[src/rtl/ep0_pkg.sv]
// Shared types for the endpoint-zero engine: handshake codes and
// status register bit positions. Assumes an 8-bit status register.
package ep0_pkg;
    typedef enum logic [1:0] {
        HS_NONE  = 2'b00,
        HS_ACK   = 2'b01,
        HS_NAK   = 2'b10,
        HS_STALL = 2'b11
    } hs_e;

    localparam int B_RXRDY  = 0;
    localparam int B_SENT   = 2;
    localparam int B_DEND   = 3;
    localparam int B_SETEND = 4;
    localparam int B_SSTALL = 5;
    localparam int B_SERV   = 6;
endpackage

[src/rtl/ep0_setup_buf.sv]
// Setup command buffer. Counts the bytes of every packet. It collects
// setup bytes in a staging copy and commits them to the held copy
// only when the count is exactly NBYTES. That keeps a held command
// safe from a malformed packet. Assumes NBYTES is a power of two
// and that sop, dv and eop never coincide.
module ep0_setup_buf #(
    parameter int NBYTES = 8,
    parameter int DW     = 8
) (
    input  logic          clk,
    input  logic          rst_n,
    input  logic          sop,
    input  logic          is_setup,
    input  logic          dv,
    input  logic [DW-1:0] din,
    input  logic          eop,
    input  logic          pop,
    input  logic          hold_valid,
    output logic [DW-1:0] dout,
    output logic          setup_ok,
    output logic          setup_bad,
    output logic          out_end,
    output logic          out_zero
);
    localparam int CW = $clog2(NBYTES + 2);
    localparam int IW = $clog2(NBYTES);
    localparam int PW = $clog2(NBYTES + 1);
    localparam logic [CW-1:0] CNT_FULL = CW'(NBYTES);
    localparam logic [CW-1:0] CNT_SAT  = CW'(NBYTES + 1);

    logic [CW-1:0] cnt;
    logic          setup_q;
    logic [DW-1:0] stage [NBYTES];
    logic [DW-1:0] held  [NBYTES];
    logic [PW-1:0] rptr;

    // Packet length classification at end of packet
    assign setup_ok  = eop && setup_q && (cnt == CNT_FULL);
    assign setup_bad = eop && setup_q && (cnt != CNT_FULL);
    assign out_end   = eop && !setup_q;
    assign out_zero  = (cnt == '0);

    // Byte counter and packet kind, saturating past the command length
    always_ff @(posedge clk) begin
        if (!rst_n) begin
            cnt     <= '0;
            setup_q <= 1'b0;
        end else if (sop) begin
            cnt     <= '0;
            setup_q <= is_setup;
        end else if (dv && cnt != CNT_SAT) begin
            cnt <= cnt + 1'b1;
        end
    end

    // Staging and held copies of the command bytes
    always_ff @(posedge clk) begin
        if (!rst_n) begin
            for (int i = 0; i < NBYTES; i++) begin
                stage[i] <= '0;
                held[i]  <= '0;
            end
        end else begin
            if (dv && setup_q && cnt < CNT_FULL)
                stage[cnt[IW-1:0]] <= din;
            if (setup_ok)
                for (int i = 0; i < NBYTES; i++)
                    held[i] <= stage[i];
        end
    end

    // Pop pointer: rewinds on commit, stops at the end
    always_ff @(posedge clk) begin
        if (!rst_n)
            rptr <= '0;
        else if (setup_ok)
            rptr <= '0;
        else if (pop && rptr < PW'(NBYTES))
            rptr <= rptr + 1'b1;
    end

    // Pop data, zero when released or exhausted
    always_comb begin
        dout = '0;
        if (hold_valid && rptr < PW'(NBYTES))
            dout = held[rptr[IW-1:0]];
    end
endmodule

[src/rtl/ep0_stage_ctl.sv]
// Stage controller: holds the status bits, tracks whether a request
// is open, picks the handshake and pulses the interrupt. Packet events
// are applied after firmware writes in the same cycle, so they win.
// Assumes at most one packet event per cycle.
module ep0_stage_ctl
    import ep0_pkg::*;
(
    input  logic       clk,
    input  logic       rst_n,
    input  logic       setup_ok,
    input  logic       setup_bad,
    input  logic       out_end,
    input  logic       out_zero,
    input  logic       in_tok,
    input  logic       wr,
    input  logic [7:0] wd,
    output logic       rx_ready,
    output logic       data_end,
    output logic       send_stall,
    output logic       sent_stall,
    output logic       setup_end,
    output logic       hs_vld,
    output logic [1:0] hs_code,
    output logic       irq
);
    logic busy;
    logic n_rr, n_de, n_ss, n_sent, n_se, n_busy, n_irq;
    hs_e  n_hs;
    logic status_tok, data_out;

    assign status_tok = in_tok || (out_end && out_zero);
    assign data_out   = out_end && !out_zero;

    // Next state: firmware write first, then the packet event
    always_comb begin
        n_rr = rx_ready; n_de = data_end; n_ss = send_stall;
        n_sent = sent_stall; n_se = setup_end; n_busy = busy;
        n_irq = 1'b0; n_hs = HS_NONE;
        if (wr) begin
            if (wd[B_SERV])    n_rr = 1'b0;
            if (wd[B_DEND])    n_de = 1'b1;
            if (wd[B_SSTALL])  n_ss = 1'b1;
            if (!wd[B_SENT])   n_sent = 1'b0;
            if (!wd[B_SETEND]) n_se = 1'b0;
        end
        if (setup_ok) begin
            n_rr = 1'b1; n_de = 1'b0; n_ss = 1'b0;
            if (busy) n_se = 1'b1;
            n_busy = 1'b1; n_hs = HS_ACK; n_irq = 1'b1;
        end else if (status_tok || data_out) begin
            if (send_stall || (data_out && data_end)) begin
                n_hs = HS_STALL; n_sent = 1'b1; n_ss = 1'b0;
                n_de = 1'b0; n_busy = 1'b0; n_irq = 1'b1;
            end else if (status_tok && data_end) begin
                n_hs = HS_ACK; n_de = 1'b0; n_busy = 1'b0; n_irq = 1'b1;
            end else begin
                n_hs = HS_NAK;
            end
        end
    end

    // State registers
    always_ff @(posedge clk) begin
        if (!rst_n) begin
            rx_ready <= 1'b0; data_end <= 1'b0; send_stall <= 1'b0;
            sent_stall <= 1'b0; setup_end <= 1'b0; busy <= 1'b0;
            hs_vld <= 1'b0; hs_code <= HS_NONE; irq <= 1'b0;
        end else begin
            rx_ready <= n_rr; data_end <= n_de; send_stall <= n_ss;
            sent_stall <= n_sent; setup_end <= n_se; busy <= n_busy;
            hs_vld <= (n_hs != HS_NONE); hs_code <= n_hs; irq <= n_irq;
        end
    end

    assert_setup_accept_R1: assert property (@(posedge clk) disable iff (!rst_n)
        setup_ok |=> (rx_ready && irq && hs_vld && hs_code == HS_ACK));

    assert_bad_setup_silent_R2: assert property (@(posedge clk) disable iff (!rst_n)
        (setup_bad && !(wr && wd[B_SERV])) |=> (!irq && !hs_vld && $stable(rx_ready)));

    assert_stall_flags_sent_R5: assert property (@(posedge clk) disable iff (!rst_n)
        (hs_vld && hs_code == HS_STALL) |-> sent_stall);

    assert_nak_quiet_R11: assert property (@(posedge clk) disable iff (!rst_n)
        (hs_vld && hs_code == HS_NAK) |-> !irq);
endmodule

[src/rtl/ep0_ctrl_engine.sv]
// Endpoint-zero control stage engine top. Wires the setup buffer to
// the stage controller, assembles the status register view and keeps
// the sticky interrupt pending flag. Assumes the packet front end has
// already checked CRC and address.
module ep0_ctrl_engine
    import ep0_pkg::*;
#(
    parameter int NBYTES = 8,
    parameter int DW     = 8
) (
    input  logic          clk,
    input  logic          rst_n,
    input  logic          rx_sop,
    input  logic          rx_is_setup,
    input  logic          rx_dv,
    input  logic [DW-1:0] rx_byte,
    input  logic          rx_eop,
    input  logic          in_tok,
    output logic          hs_vld,
    output logic [1:0]    hs_code,
    input  logic          csr_wr,
    input  logic [7:0]    csr_wdata,
    input  logic          csr_rd,
    output logic [7:0]    csr_rdata,
    input  logic          fifo_rd,
    output logic [DW-1:0] fifo_rdata,
    output logic          irq,
    output logic          irq_pend
);
    logic setup_ok, setup_bad, out_end, out_zero;
    logic rx_ready, data_end, send_stall, sent_stall, setup_end;

    ep0_setup_buf #(.NBYTES(NBYTES), .DW(DW)) u_buf (
        .clk(clk), .rst_n(rst_n), .sop(rx_sop), .is_setup(rx_is_setup),
        .dv(rx_dv), .din(rx_byte), .eop(rx_eop), .pop(fifo_rd),
        .hold_valid(rx_ready), .dout(fifo_rdata), .setup_ok(setup_ok),
        .setup_bad(setup_bad), .out_end(out_end), .out_zero(out_zero)
    );

    ep0_stage_ctl u_ctl (
        .clk(clk), .rst_n(rst_n), .setup_ok(setup_ok), .setup_bad(setup_bad),
        .out_end(out_end), .out_zero(out_zero), .in_tok(in_tok),
        .wr(csr_wr), .wd(csr_wdata), .rx_ready(rx_ready), .data_end(data_end),
        .send_stall(send_stall), .sent_stall(sent_stall), .setup_end(setup_end),
        .hs_vld(hs_vld), .hs_code(hs_code), .irq(irq)
    );

    // Status register view; serviced bit is write-only
    always_comb begin
        csr_rdata           = '0;
        csr_rdata[B_RXRDY]  = rx_ready;
        csr_rdata[B_SENT]   = sent_stall;
        csr_rdata[B_DEND]   = data_end;
        csr_rdata[B_SETEND] = setup_end;
        csr_rdata[B_SSTALL] = send_stall;
    end

    // Sticky pending flag: set by a pulse, cleared by a register read
    always_ff @(posedge clk) begin
        if (!rst_n)
            irq_pend <= 1'b0;
        else if (irq)
            irq_pend <= 1'b1;
        else if (csr_rd)
            irq_pend <= 1'b0;
    end

    assert_pulse_latched_R10: assert property (@(posedge clk) disable iff (!rst_n)
        irq |=> irq_pend);
endmodule

[config.mk]
export PLATFORM = sky130hd
export DESIGN_NAME = ep0_ctrl_engine
export DESIGN_NICKNAME = d
export VERILOG_FILES = /design/src/rtl/ep0_pkg.sv /design/src/rtl/ep0_setup_buf.sv /design/src/rtl/ep0_stage_ctl.sv /design/src/rtl/ep0_ctrl_engine.sv
export SDC_FILE = /design/constraint.sdc
export NUM_CORES = 1
export LEC_CHECK = 0
export ABC_AREA = 1
export ABC_CLOCK_PERIOD_IN_PS = 6600
export BUFFER_PORTS_ARGS = -buffer_cell sky130_fd_sc_hd__buf_2
export CORE_ASPECT_RATIO = 0.8
export CORE_MARGIN = 10
export CORE_UTILIZATION = 42
export DETAILED_ROUTE_END_ITERATION = 10
export GPL_TIMING_DRIVEN = 0
export SYNTH_ARGS = -nofsm -noshare
export SYNTH_HDL_FRONTEND = slang
export SYNTH_SLANG_ARGS = --single-unit
[constraint.sdc]
create_clock -name clk -period 6.6 [get_ports clk]
set_clock_uncertainty 0.05 [all_clocks]
set_input_delay 0.66 -clock clk [delete_from_list [all_inputs] [get_ports clk]]
set_output_delay 0.66 -clock clk [all_outputs]
set_load 0.02 [all_outputs]
After elaboration in Yosys (flattened, before gate mapping)
Memory sizes are Yosys's and may differ from the RTL's. A register that Yosys moved wholly into a read port is not among the register bits.
Index checks and enable logic that the tools add are counted.
- register bits after elaboration: 20
- memory bits (writable): 128
- input bits: 26
- output and inout bits: 21
- logic and storage cells: 115
- memories: 2
- add/subtract/negate cells: 2
- magnitude comparators: 2
- equal/unequal tests: 2
- muxes and demuxes: 56
- bitwise gates (word level): 9
- reductions and logical operators: 29
- memory list (memory ; words ; bits a word ; rd ports ; clocked after Yosys merged registers in ; write ports ; RTL line ; RTL):
    u_buf.held ; 8 ; 8 ; 1 ; 1 ; 8 ; ep0_setup_buf.sv:34 ; logic [DW-1:0] held [NBYTES];
    u_buf.stage ; 8 ; 8 ; 8 ; 0 ; 8 ; ep0_setup_buf.sv:33 ; logic [DW-1:0] stage [NBYTES];
- operators by type and width (operator ; number):
    $mux 8 ; 10
    $mux 1 ; 39
    $logic_and 1x1->1 ; 12
    $reduce_bool 2->1 ; 5
    $mux 3 ; 3
    $add 4x1->4 const B ; 2
    $lt 4x4->1 const B ; 2
    $mux 2 ; 4
    $or 1x1->1 ; 8
    $reduce_or 8->1 ; 1
    $eq 4x4->1 const B ; 1
    $logic_not 4->1 ; 1
    $ne 4x4->1 const B ; 1
    $reduce_and 2->1 ; 2
    $reduce_or 2->1 ; 2
    $logic_or 1x1->1 ; 3
    $reduce_bool 3->1 ; 1
    $logic_not 1->1 ; 2
    $not 1->1 ; 1

Longest topological paths before layout
Gate-level depths: netlist of the first run.
- depth in word-level cells: 10
- depth in mapped cells: 8
- gate-level depth less buffers: 8

Hierarchy
A second synthesis of the first run with hierarchy kept.
- cell total of the unflattened synthesis: 711
- area, all modules: 6825.3 sq um
- by module, submodules not included (module ; times used ; cells each ; area an instance (sq um) ; seq. area each (sq um)):
    ep0_setup_buf ; 1 ; 648 ; 6333.6 ; 4083.9
    ep0_stage_ctl ; 1 ; 48 ; 384.1 ; 180.2
    ep0_ctrl_engine ; 1 ; 15 ; 107.6 ; 20.0

Worst setup path before layout of the first run
Ideal clock, no wire load.
- path type: flip-flop to flip-flop
- from: register u_buf.cnt[0]
- to: memory u_buf.held[0][0] (enable)
- setup time: 0.422 ns
- data arrival time: 2.355 ns
- data required time: 6.128 ns
- setup slack: 3.773 ns
- cell stages (with the launch flop): 7
- path buffers: 0
- clock period less this slack: 2.827 ns
- path through: dfxtp_1 inv_1 ha_1 nand3_1 nor2_4 nor2_4 inv_1
- RTL lines (element ; RTL line ; RTL):
    from (decl) ; ep0_setup_buf.sv:31 ; logic [CW-1:0] cnt;
    from (signal assigned) ; ep0_setup_buf.sv:52 ; cnt <= cnt + 1'b1;
    to (decl) ; ep0_setup_buf.sv:34 ;

==> results, run 1 <==
- The headroom to the max-slew limit is a little over three fifths.
- The synthesized-area fraction occupied by xor and xnor cells is less than 1%.
- The number of cells upsized or downsized after cts is 0.
- The total clock sinks is 150.
- The growth of design area from synthesis to finish is 16.9%.
- TritonCTS created 17 clock buffers.
- In the post-synthesis netlist, the cell with the most instances is sky130_fd_sc_hd__nor2_1.
- After filler insertion, the fill cell instance count of the layout stands at approximately 1.4k.
- By area, the combinational part of the netlist is dominated by simple AND/OR/NAND/NOR gates.
- The die area is ~0.021 mm2.
- The wire length of the first global-routing pass is 21.7 mm.
- The floorplan die height is between 100 and 150 um.
- The overall routed net length is 13.5 mm.
- The number of top-level design ports is 47.
- The number of antenna violations at the first check in global routing is 0.
- The worst-path maximum fanout is 10.
- The average wire per standard cell is around 14 um.
- The number of buffers inserted by port buffering is 40.
- The overall via count from detail_route is around 4.3k.
- The first TritonRoute pass finished after 4 iterations.
- The number of vias per cell is between 4 and 5.
- The largest buffer count on any clock path is 2.
- The overall track demand over capacity in global routing is between 10% and 20%.
- The area of the core region is ~0.015 mm2.
- Cells with a size suffix above 1 make up 16.9% of the layout.
- The complex-gate fraction of the synthesized area is under 10%.
- After synthesis the cells add up to about 0.0065 mm2.
- The number of instances in the synthesized netlist is around 650.
- The leftover overflow at the end of global routing is 0.
- The run finished with clean final reports.
- After clock tree synthesis, the clock-pin slew on the worst setup and hold paths is roughly 0.060 ns.
- TritonCTS built the clock tree.
- The net count of the finished layout is between 700 and 800.
- The share of the synthesized area in the top cell type is about three fifths.
- The number of pins exceeding their max-slew limit in the final report is 0.
- Of the post-synthesis cell area, the part taken by muxes is 0%.
- The initialized floorplan defines 40 standard-cell rows.
- Across the whole layout, storage elements account for 0.00428 mm2.
- The die width is between 150 and 200 um.
- The design area is about 0.0076 mm2.
- The number of synthesized register bits is 150.
- The critical path capture point type is a primary output.
- The deepest level of the CTS H-tree is 4.
- Buffers inserted to repair hold after CTS numbered 0.
- The commonest cells after synthesis are sky130_fd_sc_hd__nor2_1 (159), sky130_fd_sc_hd__edfxtp_1 (128), sky130_fd_sc_hd__inv_1 (108), sky130_fd_sc_hd__nand2_1 (105), sky130_fd_sc_hd__o21ai_0 (30).
- The part of the cycle the worst path needs is between 30% and 40%.
- After synthesis, the cell types taking the most area are sky130_fd_sc_hd__edfxtp_1 (59%), sky130_fd_sc_hd__nor2_1 (9.2%), sky130_fd_sc_hd__dfxtp_1 (6.8%).
- The worst-case vdd ir drop is 0.214 mV.
- The cell at the root of the clock tree is sky130_fd_sc_hd__clkbuf_16.
- In the final layout, the multi-input gates occupy ~0.0016 mm2.
- The Yosys step of the flow raised 0 warnings.
- Counting I/O delays and the setup requirement, the final critical path takes roughly 2.6 ns.
- The worst setup path is launched from a flop.
- The worst hold path belongs to the class input port to flop.
- The synthesized area per cell is 9.96 um2.
- The worst setup path is of the flop to primary output kind.
- The flip-flop cell with the highest count after synthesis is sky130_fd_sc_hd__edfxtp_1.
- The maximum number of pins on one net before global-route repair is 45.
- The count of different cell masters after synthesis is 25.
- The repair_antennas step left the layout with diodes totalling 0.
- The transition time at the pin with the least slew margin is 0.557 ns.
- Detailed placement ended at an HPWL of a little under 10 mm.
- In the routed design, unresolved DRC markers number 0.
- The post-synthesis cell type with the largest combined area is sky130_fd_sc_hd__edfxtp_1.
- Of the synthesized area, sequential elements account for 66.1%.
- The remaining antenna violation count after routing is 0.
- In this run the power density over the cells is between 200 and 300 mW/mm2.
- Setup repair after global routing left no endpoint under its margin.
- The max-cap check violation count is 0.
- At the later pin of the worst-skew pair, clock insertion delay measures ~0.43 ns.
- The effective utilization at floorplan is 43.0%.
- The number of DRC violations after detailed-routing iteration 0 is between 300 and 400.
- The number of synthesized flops with an enable pin is ~130.
- The post-place instance area is around 0.007 mm2.
- The number of buffers added for setup after CTS is 0.
- Summed over all failing endpoints, the final setup total negative slack is 0 ns.
- The adder-cell share of the synthesized area is 0.772%.
- The fmax is approximately 390 MHz.
- For this run, asynchronously set or reset flops after synthesis account for 0%.
- The number of global-route vias before repair is 4174.
- Setup violations remaining at the end of the flow were counted as 0.
- The post-synthesis share of cell area spent on and, or, nand and nor gates is approximately a fifth.
- For the worst setup path, the data required time is ~6 ns.
- The number of hold-slack violations in the final timing report was 0.
- The data arrival time of the critical path is 1.87 ns.
- Routability-driven placement finished with a final weighted congestion of 0.868.
- The total leakage power is between 3 and 4 nW.
-- final cells by class --
cell class	count	share of cell area, %
multi-input combinational	367	21.2
sequential	150	56.5
tap	210	3.47
clock buffer	17	5.62
buffer	26	2.41
clock inverter	15	2.36
inverter	110	5.45
timing repair buffer	41	2.91
-- placed cells by master, fill, tap and decap left out, drive strengths merged, types with 3 or more instances in the layout --
cell type	netlist	routed
clkinv	0	4
nand3	26	26
bufinv	0	3
clkbuf	1	18
ha	4	4
nand2	115	115
dfxtp	22	22
a21oi	12	12
conb	1	3
edfxtp	128	128
inv	110	112
buf	25	66
clkinvlp	0	6
nor2	170	170
o21ai	30	30
-- worst max-delay path, stage by stage, from the launching register on --
cell	delay, ns
sky130_fd_sc_hd__dfxtp_1	0.36
sky130_fd_sc_hd__inv_1	0.13
sky130_fd_sc_hd__buf_2	0.24
sky130_fd_sc_hd__nand2_1	0.08
sky130_fd_sc_hd__nand2_1	0.11
sky130_fd_sc_hd__nand2_1	0.07
sky130_fd_sc_hd__nand3_1	0.06
sky130_fd_sc_hd__nand2_1	0.05
sky130_fd_sc_hd__nor2_1	0.16
sky130_fd_sc_hd__buf_2	0.20
-- where the power goes --
group	internal, mW	switching [mW]	total, mW
Clock	0.595	0.387	0.981
Combinational	0.0347	0.0846	0.119
Sequential	1.06	0.0134	1.07
-- final timing paths --
path,start,endpoint,slack [ns],depth (start not counted)
worst max-delay path,flop,fifo_rdata[3],4.02,9
worst min-delay path,rx_is_setup,u_buf.setup_q$_SDFFE_PN0P_,0.42,3
worst max register to register,u_buf.cnt[0]$_SDFFE_PP0P_,u_buf.held[3][5]$_SDFFCE_PN0P_,4.30,7
worst min register to register,u_ctl.busy$_SDFFE_PN0P_,u_ctl.busy$_SDFFE_PN0P_,0.42,2
-- flip-flops by register name, summed over array words and instances (netlist names), named ones only --
register	cells
u_ctl.hs_code	2
u_buf.held	64
u_buf.setup_q	1
u_ctl.busy	1
u_ctl.rx_ready	1
irq_pend	1
u_buf.stage	64
u_ctl.setup_end	1
u_buf.rptr	4
u_ctl.hs_vld	1
u_ctl.data_end	1
u_ctl.send_stall	1
u_ctl.sent_stall	1
u_buf.cnt	4
-- through the flow --
step | total power, mW | instances | utilization, % | setup slack (ns) | hold WS, ns
2_1_floorplan | 1.17 | 653 | - | 3.77 | 0.395
3_3_place_gp | 1.21 | 903 | 46.1 | 3.17 | 0.412
3_5_place_dp | 1.21 | 904 | 46.3 | 4.29 | 0.417
4_1_cts | 2.19 | 936 | 50.3 | 4.02 | 0.406
5_1_grt | 2.25 | 936 | 50.3 | 3.87 | 0.431
6_report | 2.17 | 936 | 50.3 | 4.02 | 0.419
-- cell families after synthesis --
logic type | Yosys count
AND/OR/NAND/NOR | 313
flip-flops | 150
buffers and inverters | 136
AO/OA/AOI/OAI | 45
adder cells (fa/ha/maj) | 4
XOR/XNOR | 2
other | 1
-- per-layer routing --
| metal | GRT usage (%) | vias up | wire [um] | part of all wire [%] |
|---|---|---|---|---|
| met3 | 4.31 | 18 | 860 | 6.4 |
| met5 | 0 | - | 0 | 0 |
| li1 | - | 2168 | - | - |
| met2 | 19.1 | 124 | 5740 | 43 |
| met1 | 18.2 | 1941 | 6700 | 50 |
| met4 | 4.16 | 0 | 180 | 1.3 |
(Power assumes the default switching activity.)
==> inputs of run 2 (changes only) <==
--- a/config.mk
+++ b/config.mk
@@ -6,7 +6,7 @@
 export NUM_CORES = 1
 export LEC_CHECK = 0
 export ABC_AREA = 1
-export ABC_CLOCK_PERIOD_IN_PS = 6600
+export ABC_CLOCK_PERIOD_IN_PS = 2100
 export BUFFER_PORTS_ARGS = -buffer_cell sky130_fd_sc_hd__buf_2
 export CORE_ASPECT_RATIO = 0.8
 export CORE_MARGIN = 10
==> constraint.sdc (replaced) <==
create_clock -name clk -period 2.1 [get_ports clk]
set_clock_uncertainty 0.05 [all_clocks]
set_input_delay 0.21 -clock clk [delete_from_list [all_inputs] [get_ports clk]]
set_output_delay 0.21 -clock clk [all_outputs]
set_load 0.02 [all_outputs]
==> run 2 against run 1 <==
  * Setup slack lost 3.9 ns
  * First-iteration DRC count shrank 24%
  * Sequential power grew to 3.2 times the previous value
  * Register-to-register slack lost 4.1 ns
  * Wire length grew 0.73%
  * Hold slack lost 0.39 ns
  * Global-route usage is essentially flat
  * Via count is essentially flat
  * Flip-flop and latch count is the same
  * Core utilization grew 0.72 points
  * Cell count grew 0.53%
  * Total power grew to 3.1 times the previous value
  * Highest routed layer unchanged
==> results, run 2 (same netlist as run 1, synthesis figures left out) <==
- The number of vias per cell is 4.52 (-0.46%).
- The min-delay analysis places its worst path in the category input port to flop.
- The worst path buffer plus inverter count is 2 (-1).
- The launch instance of the worst min-delay path is csr_wdata[6].
- The routability congestion estimate from global placement is 0.868 (about the same).
- The worst-case vdd ir drop is 0.563 mV (+160%).
- The number of nets in the finished design is 748 (+0.67%).
- The count of fill cells added during filler insertion is 1340 (-3.1%).
- The worst hold path terminates at u_ctl.rx_ready$_SDFFE_PN0P_.
- The run finished with clean final reports.
- The final cell count without fillers was 941 (+0.53%).
- The die area is 0.0208 mm2 (unchanged).
- The post-placement cell count was 904 (unchanged).
- The number of remaining DRC errors is 0 (unchanged).
- The worst-path maximum fanout is 10 (unchanged).
- The floorplan row count is 40 (unchanged).
- Among all stages on the critical path, the largest delay is contributed by sky130_fd_sc_hd__dfxtp_2.
- The number of antenna violations at the first check in global routing was 0 (unchanged).
- The sequential standard cell area is 0.00429 mm2 (+0.18%).
- The hold slack came to 0.0250 ns (-0.394 ns).
- The required time at the worst-slack endpoint is 1.84 ns (-4.05 ns).
- The peak per-stage delay on the critical path is 0.37 ns (about the same).
- The die width was 159 um (unchanged).
- The fmax is around 510 MHz.
- The final design utilization is 51.0% (+0.72 points).
- The count of cells along the worst hold path came to 4 (+1).
- The minimum setup slack in the final design is 0.133 ns (-3.88 ns).
- The wire length of the first global-routing pass is 21.7 mm (-0.12%).
- The time the final worst path needs with I/O delays and setup is ~2.0 ns.
- The total clock sinks was 150 (unchanged).
- The total internal power is 5.42 mW (+220%).
- The cell at the root of the clock tree is sky130_fd_sc_hd__clkbuf_16.
- The register clock-pin slew on the reported worst setup and hold paths is 0.05 ns (about the same).
- The max-cap check violation count is 0 (unchanged).
- The number of hold-slack violations in the final timing report came to 0 (unchanged).
- The total leakage power is 3.37 nW (+1.3%).
- The overall routed net length is 13.6 mm (+0.73%).
- The category of the critical setup timing path is flop to primary output.
- The power per standard cell area came to 889 mW/mm2 (+210%).
- Setup repair after global routing left no endpoint under its margin.
- The area of the core region is 0.0151 mm2 (unchanged).
- The critical path capture point type is a primary output.
- The growth of design area from synthesis to finish is 18.6%.
- The number of buffers inserted by port buffering is 40 (unchanged).
- The worst slack at placement is -0.352 ns (-4.64 ns).
- The final setup violation count is 0 (unchanged).
- The overall via count from detail_route came to 4254 (+0.071%).
- The data arrival time of the critical path is 1.71 ns (-0.16 ns).
- The average wire per standard cell came to 14.4 um (+0.20%).
- The worst register-to-register path begins at u_buf.cnt[0]$_SDFFE_PP0P_.
- The total area of multi-input combinational cells is 0.00163 mm2 (+1.2%).
- The overall track demand over capacity in global routing came to 13.2% (+0.017 points).
- The most prevalent standard cell on the critical path is sky130_fd_sc_hd__nand2_1.
- In the layout the commonest cells are sky130_fd_sc_hd__nor2_1 (158), sky130_fd_sc_hd__edfxtp_1 (128), sky130_fd_sc_hd__nand2_1 (105), sky130_fd_sc_hd__inv_1 (103), sky130_fd_sc_hd__buf_2 (44).
- The number of global-route vias before repair is 4163 (-0.26%).
- The deepest level of the CTS H-tree is 4 (unchanged).
- The worst path uses a little over nine tenths of the clock period.
- The remaining antenna violation count after routing is 0 (unchanged).
- The number of pins exceeding their max-slew limit in the final report came to 0 (unchanged).
- The floorplan die height is 131 um (unchanged).
- The switching power summed over all nets is 1.41 mW (+190%).
- The number of DRC violations after detailed-routing iteration 0 was 235 (-24%).
- The power share of the clock group is 44.7% (-0.4 points).
- The sequential power share came to 49.5% (about the same).
- Traced cell by cell, the critical path runs through buf_2, nand2_1, nand2_1, nand2_1, nand3_1, nand2_1, nor2_1, buf_2.
- The combinational cell fraction of total power came to 5.8% (+0.3 points).
- The number of antenna diodes was 0 (unchanged).
- The effective utilization at floorplan was 43.0% (unchanged).
- The maximum number of pins on one net before global-route repair is 35 (-22%).
- The TritonCTS clock tree is yes.
- In the final layout, the registers with the most flip-flops are u_buf.held (64), u_buf.stage (64).
- The fraction of layout instances using a drive strength above 1 was 17.8% (+0.84 points).
- The number of top-level design ports is 47 (unchanged).
- The placed wire-length estimate is 9.82 mm (about the same).
- The leftover overflow at the end of global routing is 0 (unchanged).
- The endpoint identified for the worst register-to-register timing path is u_buf.held[6][6]$_SDFFCE_PN0P_.
- The largest buffer count on any clock path is 2 (unchanged).
- The commonest non-fill, non-tap cell in the layout is sky130_fd_sc_hd__nor2_1.
- Broken down by cell family, the worst path's largest delay share belongs to simple AND/OR/NAND/NOR gates.
- The switching part of the total power is 20.7% (-1.6 points).
- The internal reg-to-reg setup slack is 0.22 ns (-4.08 ns).
- The setup TNS is 0 ns (unchanged).
- The clock latency reported for the late side of the worst-skew pair is 0.41 ns (-0.02 ns).
- The iteration count of the initial detailed-routing pass was 8 (+4).
- The startpoint class of the critical path is a flop.
- The number of buffers created by CTS is 17 (unchanged).
- The cell count of the worst reg-to-reg path is 6 (-1).
[run 2: changes by cell type in the layout (fill, tap and decap cells not counted), sizes merged]
| cell | before | now |
|---|---|---|
| clkbuf | 18 | 21 |
| inv | 112 | 109 |
| buf | 66 | 65 |
| bufinv | 3 | 4 |
| clkinv | 4 | 8 |
| dlygate4sd3 | 0 | 4 |
| clkinvlp | 6 | 3 |
[run 2: per-stage QoR]
stage / total power [mW] / area (um2)
5_1_grt: 7.07 / 7680
2_1_floorplan: 3.68 / 6520
4_1_cts: 6.89 / 7660
6_report: 6.83 / 7680
3_5_place_dp: 3.82 / 7000
3_3_place_gp: 3.81 / 6980
[run 2: layout make-up]
class | count | area share [%]
Sequential cell | 150 | 55.8
Multi-Input combinational cell | 367 | 21.2
Clock buffer | 19 | 5.63
Inverter | 110 | 5.45
Timing Repair Buffer | 46 | 3.71
Tap cell | 210 | 3.42
Buffer | 25 | 2.54
Clock inverter | 13 | 2.10
Timing Repair inverter | 1 | 0.0977
[run 2: routing by layer]
| metal | up-vias | GRT usage [%] | wire (um) |
|---|---|---|---|
| met5 | - | 0 | 0 |
| met4 | 0 | 4.78 | 229 |
| met3 | 17 | 4.24 | 839 |
| met2 | 125 | 18.8 | 5810 |
| met1 | 1932 | 18.2 | 6700 |
| li1 | 2180 | - | - |
[run 2: how the worst max path moves through the flow]
stage | cells past startpoint | startpoint | to
floorplan | 6 | u_buf.cnt[0]$_SDFFE_PP0P_ | u_buf.held[0][0]$_SDFFCE_PN0P_
global placement | 6 | u_buf.cnt[0]$_SDFFE_PP0P_ | u_buf.held[0][0]$_SDFFCE_PN0P_
detailed placement | 8 | u_buf.cnt[0]$_SDFFE_PP0P_ | flop
CTS | 7 | flop | fifo_rdata[1]
global route | 8 | flop | fifo_rdata[5]
finish | 8 | flop | fifo_rdata[3]
[run 2: power by group through the flow]
stage / logic [mW] / clock network [mW] / registers, mW
finish: 0.397 / 3.06 / 3.38
global route: 0.449 / 3.24 / 3.39
CTS: 0.395 / 3.11 / 3.38
detailed placement: 0.378 / 0 / 3.44
global placement: 0.367 / 0 / 3.44
floorplan: 0.244 / 0 / 3.43
[run 2: worst min-delay path: stages]
cell and delay [ns]:
sky130_fd_sc_hd__buf_2 0.08, sky130_fd_sc_hd__nand2_1 0.04, sky130_fd_sc_hd__nand3_1 0.06, sky130_fd_sc_hd__nand2_1 0.05
[run 2: what timing repair did]
action / 4_1_cts / 5_1_grt
cloned: 1 / 0
endpoints found under the setup margin: 71 / 8
gates resized for setup: 1 / 17
hold buffers: 4 / 0
setup buffers: 1 / 0
hold endpoints to repair: 3 / 0
==> inputs of run 3 (changes only) <==
--- a/config.mk
+++ b/config.mk
@@ -6,13 +6,14 @@
 export NUM_CORES = 1
 export LEC_CHECK = 0
 export ABC_AREA = 1
-export ABC_CLOCK_PERIOD_IN_PS = 2100
+export ABC_CLOCK_PERIOD_IN_PS = 2400
 export BUFFER_PORTS_ARGS = -buffer_cell sky130_fd_sc_hd__buf_2
 export CORE_ASPECT_RATIO = 0.8
 export CORE_MARGIN = 10
 export CORE_UTILIZATION = 42
 export DETAILED_ROUTE_END_ITERATION = 10
 export GPL_TIMING_DRIVEN = 0
+export MAX_ROUTING_LAYER = met4
 export SYNTH_ARGS = -nofsm -noshare
 export SYNTH_HDL_FRONTEND = slang
 export SYNTH_SLANG_ARGS = --single-unit
==> constraint.sdc (replaced) <==
create_clock -name clk -period 2.4 [get_ports clk]
set_clock_uncertainty 0.05 [all_clocks]
set_input_delay 0.24 -clock clk [delete_from_list [all_inputs] [get_ports clk]]
set_output_delay 0.24 -clock clk [all_outputs]
set_load 0.02 [all_outputs]
==> run 3 against run 2 <==
  * Register-to-register slack worse by 0.03 ns
  * Total power fell by 10%
  * Critical path type is now flop to flop
  * Sequential share of layout area up 0.20 points
  * Global-route usage up 1.2 points
  * Die area did not move
  * Clock power shrank 6.9%
  * Cell count decreased by 0.11%
  * Non-clock buffer count shrank 3
  * Via count increased by 0.47%
  * Flip-flop and latch count is the same
  * Cell area shrank 0.41%
  * Sequential power decreased by 12%
==> results, run 3 (same netlist as run 1, synthesis figures left out) <==
- The overall via count from detail_route was 4274 (+0.47%).
- The beginning of the critical path is u_buf.cnt[0]$_SDFFE_PP0P_.
- The number of antenna diodes came to 0 (unchanged).
- The routability congestion estimate from global placement came to 0.880 (+1.3%).
- The launching point of the worst reg2reg path is u_buf.cnt[0]$_SDFFE_PP0P_.
- The number of top-level design ports is 47 (unchanged).
- The register clock-pin slew on the reported worst setup and hold paths is 0.06 ns (about the same).
- The average wire per standard cell is 15.1 um (+4.7%).
- The area of the core region is 0.0151 mm2 (unchanged).
- The fraction of layout instances using a drive strength above 1 is 17.4% (-0.39 points).
- In the final layout, the registers with the most flip-flops are u_buf.held (64), u_buf.stage (64).
- The number of buffers inserted by port buffering is 40 (unchanged).
- The remaining antenna violation count after routing is 0 (unchanged).
- The hold slack is 0.0197 ns (-0.00536 ns).
- The post-placement cell count came to 903 (-0.11%).
- The number of DRC violations after detailed-routing iteration 0 is 308 (+31%).
- The max-cap check violation count was 0 (unchanged).
- The deepest level of the CTS H-tree is 4 (unchanged).
- Relative to the synthesized area, the layout overhead comes to 18.1%.
- The number of pins exceeding their max-slew limit in the final report came to 0 (unchanged).
- The power per standard cell area is 803 mW/mm2 (-9.6%).
- The flow ran to the end, and the final reports show no timing, DRC or antenna violations.
- The number of global-route vias before repair was 4331 (+4.0%).
- The worst-path maximum fanout was 17 (+7).
- The number of nets in the finished design came to 747 (-0.13%).
- The total leakage power is 3.36 nW (-0.50%).
- The floorplan die height was 131 um (unchanged).
- TritonCTS built the clock tree.
- The largest buffer count on any clock path is 2 (unchanged).
- The maximum number of pins on one net before global-route repair is 19 (-46%).
- The floorplan row count is 40 (unchanged).
- The placed wire-length estimate came to 9.85 mm (+0.27%).
- The worst slack at placement is -0.558 ns (-0.205 ns).
- The die area came to 0.0208 mm2 (unchanged).
- The die width is 159 um (unchanged).
- The category of the critical setup timing path is flop to flop.
- The overall track demand over capacity in global routing is 14.4% (+1.2 points).
- In the layout the commonest cells are sky130_fd_sc_hd__nor2_1 (159), sky130_fd_sc_hd__edfxtp_1 (128), sky130_fd_sc_hd__inv_1 (106), sky130_fd_sc_hd__nand2_1 (105), sky130_fd_sc_hd__buf_2 (51).
- The overall routed net length was 14.2 mm (+4.6%).
- The data arrival time of the critical path is 2.49 ns (+0.78 ns).
- The worst setup path is captured at a flop.
- The minimum setup slack in the final design is 0.187 ns (+0.0541 ns).
- Dividing the final minimum period by the clock period gives slightly above 90%.
- The clock latency reported for the late side of the worst-skew pair is 0.42 ns (about the same).
- The terminus of the critical flop-to-flop path is u_buf.rptr[1]$_SDFFE_PP0P_.
- The wire length of the first global-routing pass is 22.9 mm (+5.9%).
- The commonest non-fill, non-tap cell in the layout is sky130_fd_sc_hd__nor2_1.
- The final cell count without fillers is 940 (-0.11%).
- The leftover overflow at the end of global routing is 0 (unchanged).
- The total clock sinks is 150 (unchanged).
- The cell count of the worst reg-to-reg path is 7 (+1).
- The final setup violation count is 0 (unchanged).
- The number of hold-slack violations in the final timing report is 0 (unchanged).
- Setup repair after global routing left no endpoint under its margin.
- The number of vias per cell is 4.55 (+0.58%).
- The cell at the root of the clock tree is sky130_fd_sc_hd__clkbuf_16.
- Static timing analysis puts the maximum clock frequency at 452 MHz.
- The internal reg-to-reg setup slack is 0.19 ns (-0.03 ns).
- The number of remaining DRC errors is 0 (unchanged).
- The iteration count of the initial detailed-routing pass is 5 (-3).
- The number of antenna violations at the first check in global routing is 0 (unchanged).
- The worst min-delay path category is input port to flop.
- The effective utilization at floorplan was 43.0% (unchanged).
- The worst-case vdd ir drop is 0.504 mV (-11%).
- Subtracting the final worst setup slack from the clock period gives 2.21 ns.
- The startpoint class of the critical path is a flop.
- The required time at the worst-slack endpoint is 2.67 ns (+0.83 ns).
- The most critical setup path has its endpoint at u_buf.rptr[1]$_SDFFE_PP0P_.
- The total design power is 6.15 mW (-10%).
- The number of buffers created by CTS is 17 (unchanged).
## run 3: cell count changes in the layout (fill, tap and decap cells not counted), sizes merged
cell,change
clkbuf,-2
bufinv,+1
clkinvlp,+4
buf,+1
dlygate4sd3,-3
inv,+1
clkinv,-3
## run 3: per-layer routing
metal	vias up	share of wire [%]	GRT usage, %
met1	1954	49	18.8
met2	127	45	21.7
met5	-	0	-
met4	0	1.6	4.62
met3	14	4.6	3.46
li1	2179	-	-
## run 3: cell type report
cell class	instances	area, um2
clock inverter	14	206
fill	1351	7410
tap	210	263
sequential	150	4290
multi-input combinational	367	1610
timing repair inverter	3	22.5
timing repair buffer	42	230
clock buffer	18	429
inverter	110	417
buffer	26	183
## run 3: metrics by stage
stage / util, % / cell area, um2 / TNS, ns
finish: 50.8 / 7650 / 0
global route: 50.8 / 7650 / 0
CTS: 50.7 / 7630 / 0
detailed placement: 46.2 / 6970 / -38.59
global placement: 46.2 / 6970 / -32.22
floorplan: - / 6500 / 0
## run 3: repair_timing
item | CTS | global route
gates cloned | 3 | 0
gates resized for setup | 3 | 0
setup endpoints to repair | 71 | 18
setup buffers | 0 | 1
hold endpoints to repair | 1 | 0
hold buffers | 1 | 0
## run 3: worst min path at each step
| stage | start | end | slack (ns) | cells after the start |
|---|---|---|---|---|
| after global routing | csr_wdata[5] | u_ctl.send_stall$_SDFF_PP0_ | 0.02 | 3 |
| after CTS | csr_wdata[5] | u_ctl.send_stall$_SDFF_PP0_ | 0.007 | 3 |
| after detailed placement | u_ctl.busy$_SDFFE_PN0P_ | u_ctl.busy$_SDFFE_PN0P_ | 0.41 | 2 |
| after floorplan | rx_is_setup | u_buf.setup_q$_SDFFE_PN0P_ | 0.33 | 2 |
| final | csr_wdata[5] | u_ctl.send_stall$_SDFF_PP0_ | 0.02 | 3 |
| after global placement | u_ctl.busy$_SDFFE_PN0P_ | u_ctl.busy$_SDFFE_PN0P_ | 0.41 | 2 |
## run 3: report_power, final
part           internal, mW  switching (mW)
combinational        0.0979           0.241
sequential             2.92          0.0388
clock                  1.83            1.02
total                  4.85            1.30
## run 3: worst max-delay path, stage by stage, from the launching register on
cell,delay [ns]
sky130_fd_sc_hd__dfxtp_4,0.39
sky130_fd_sc_hd__inv_2,0.08
sky130_fd_sc_hd__ha_1,0.24
sky130_fd_sc_hd__nand3_2,0.10
sky130_fd_sc_hd__nor2_4,0.06
sky130_fd_sc_hd__nor2_4,0.39
sky130_fd_sc_hd__clkinvlp_4,0.51
sky130_fd_sc_hd__a21oi_1,0.29
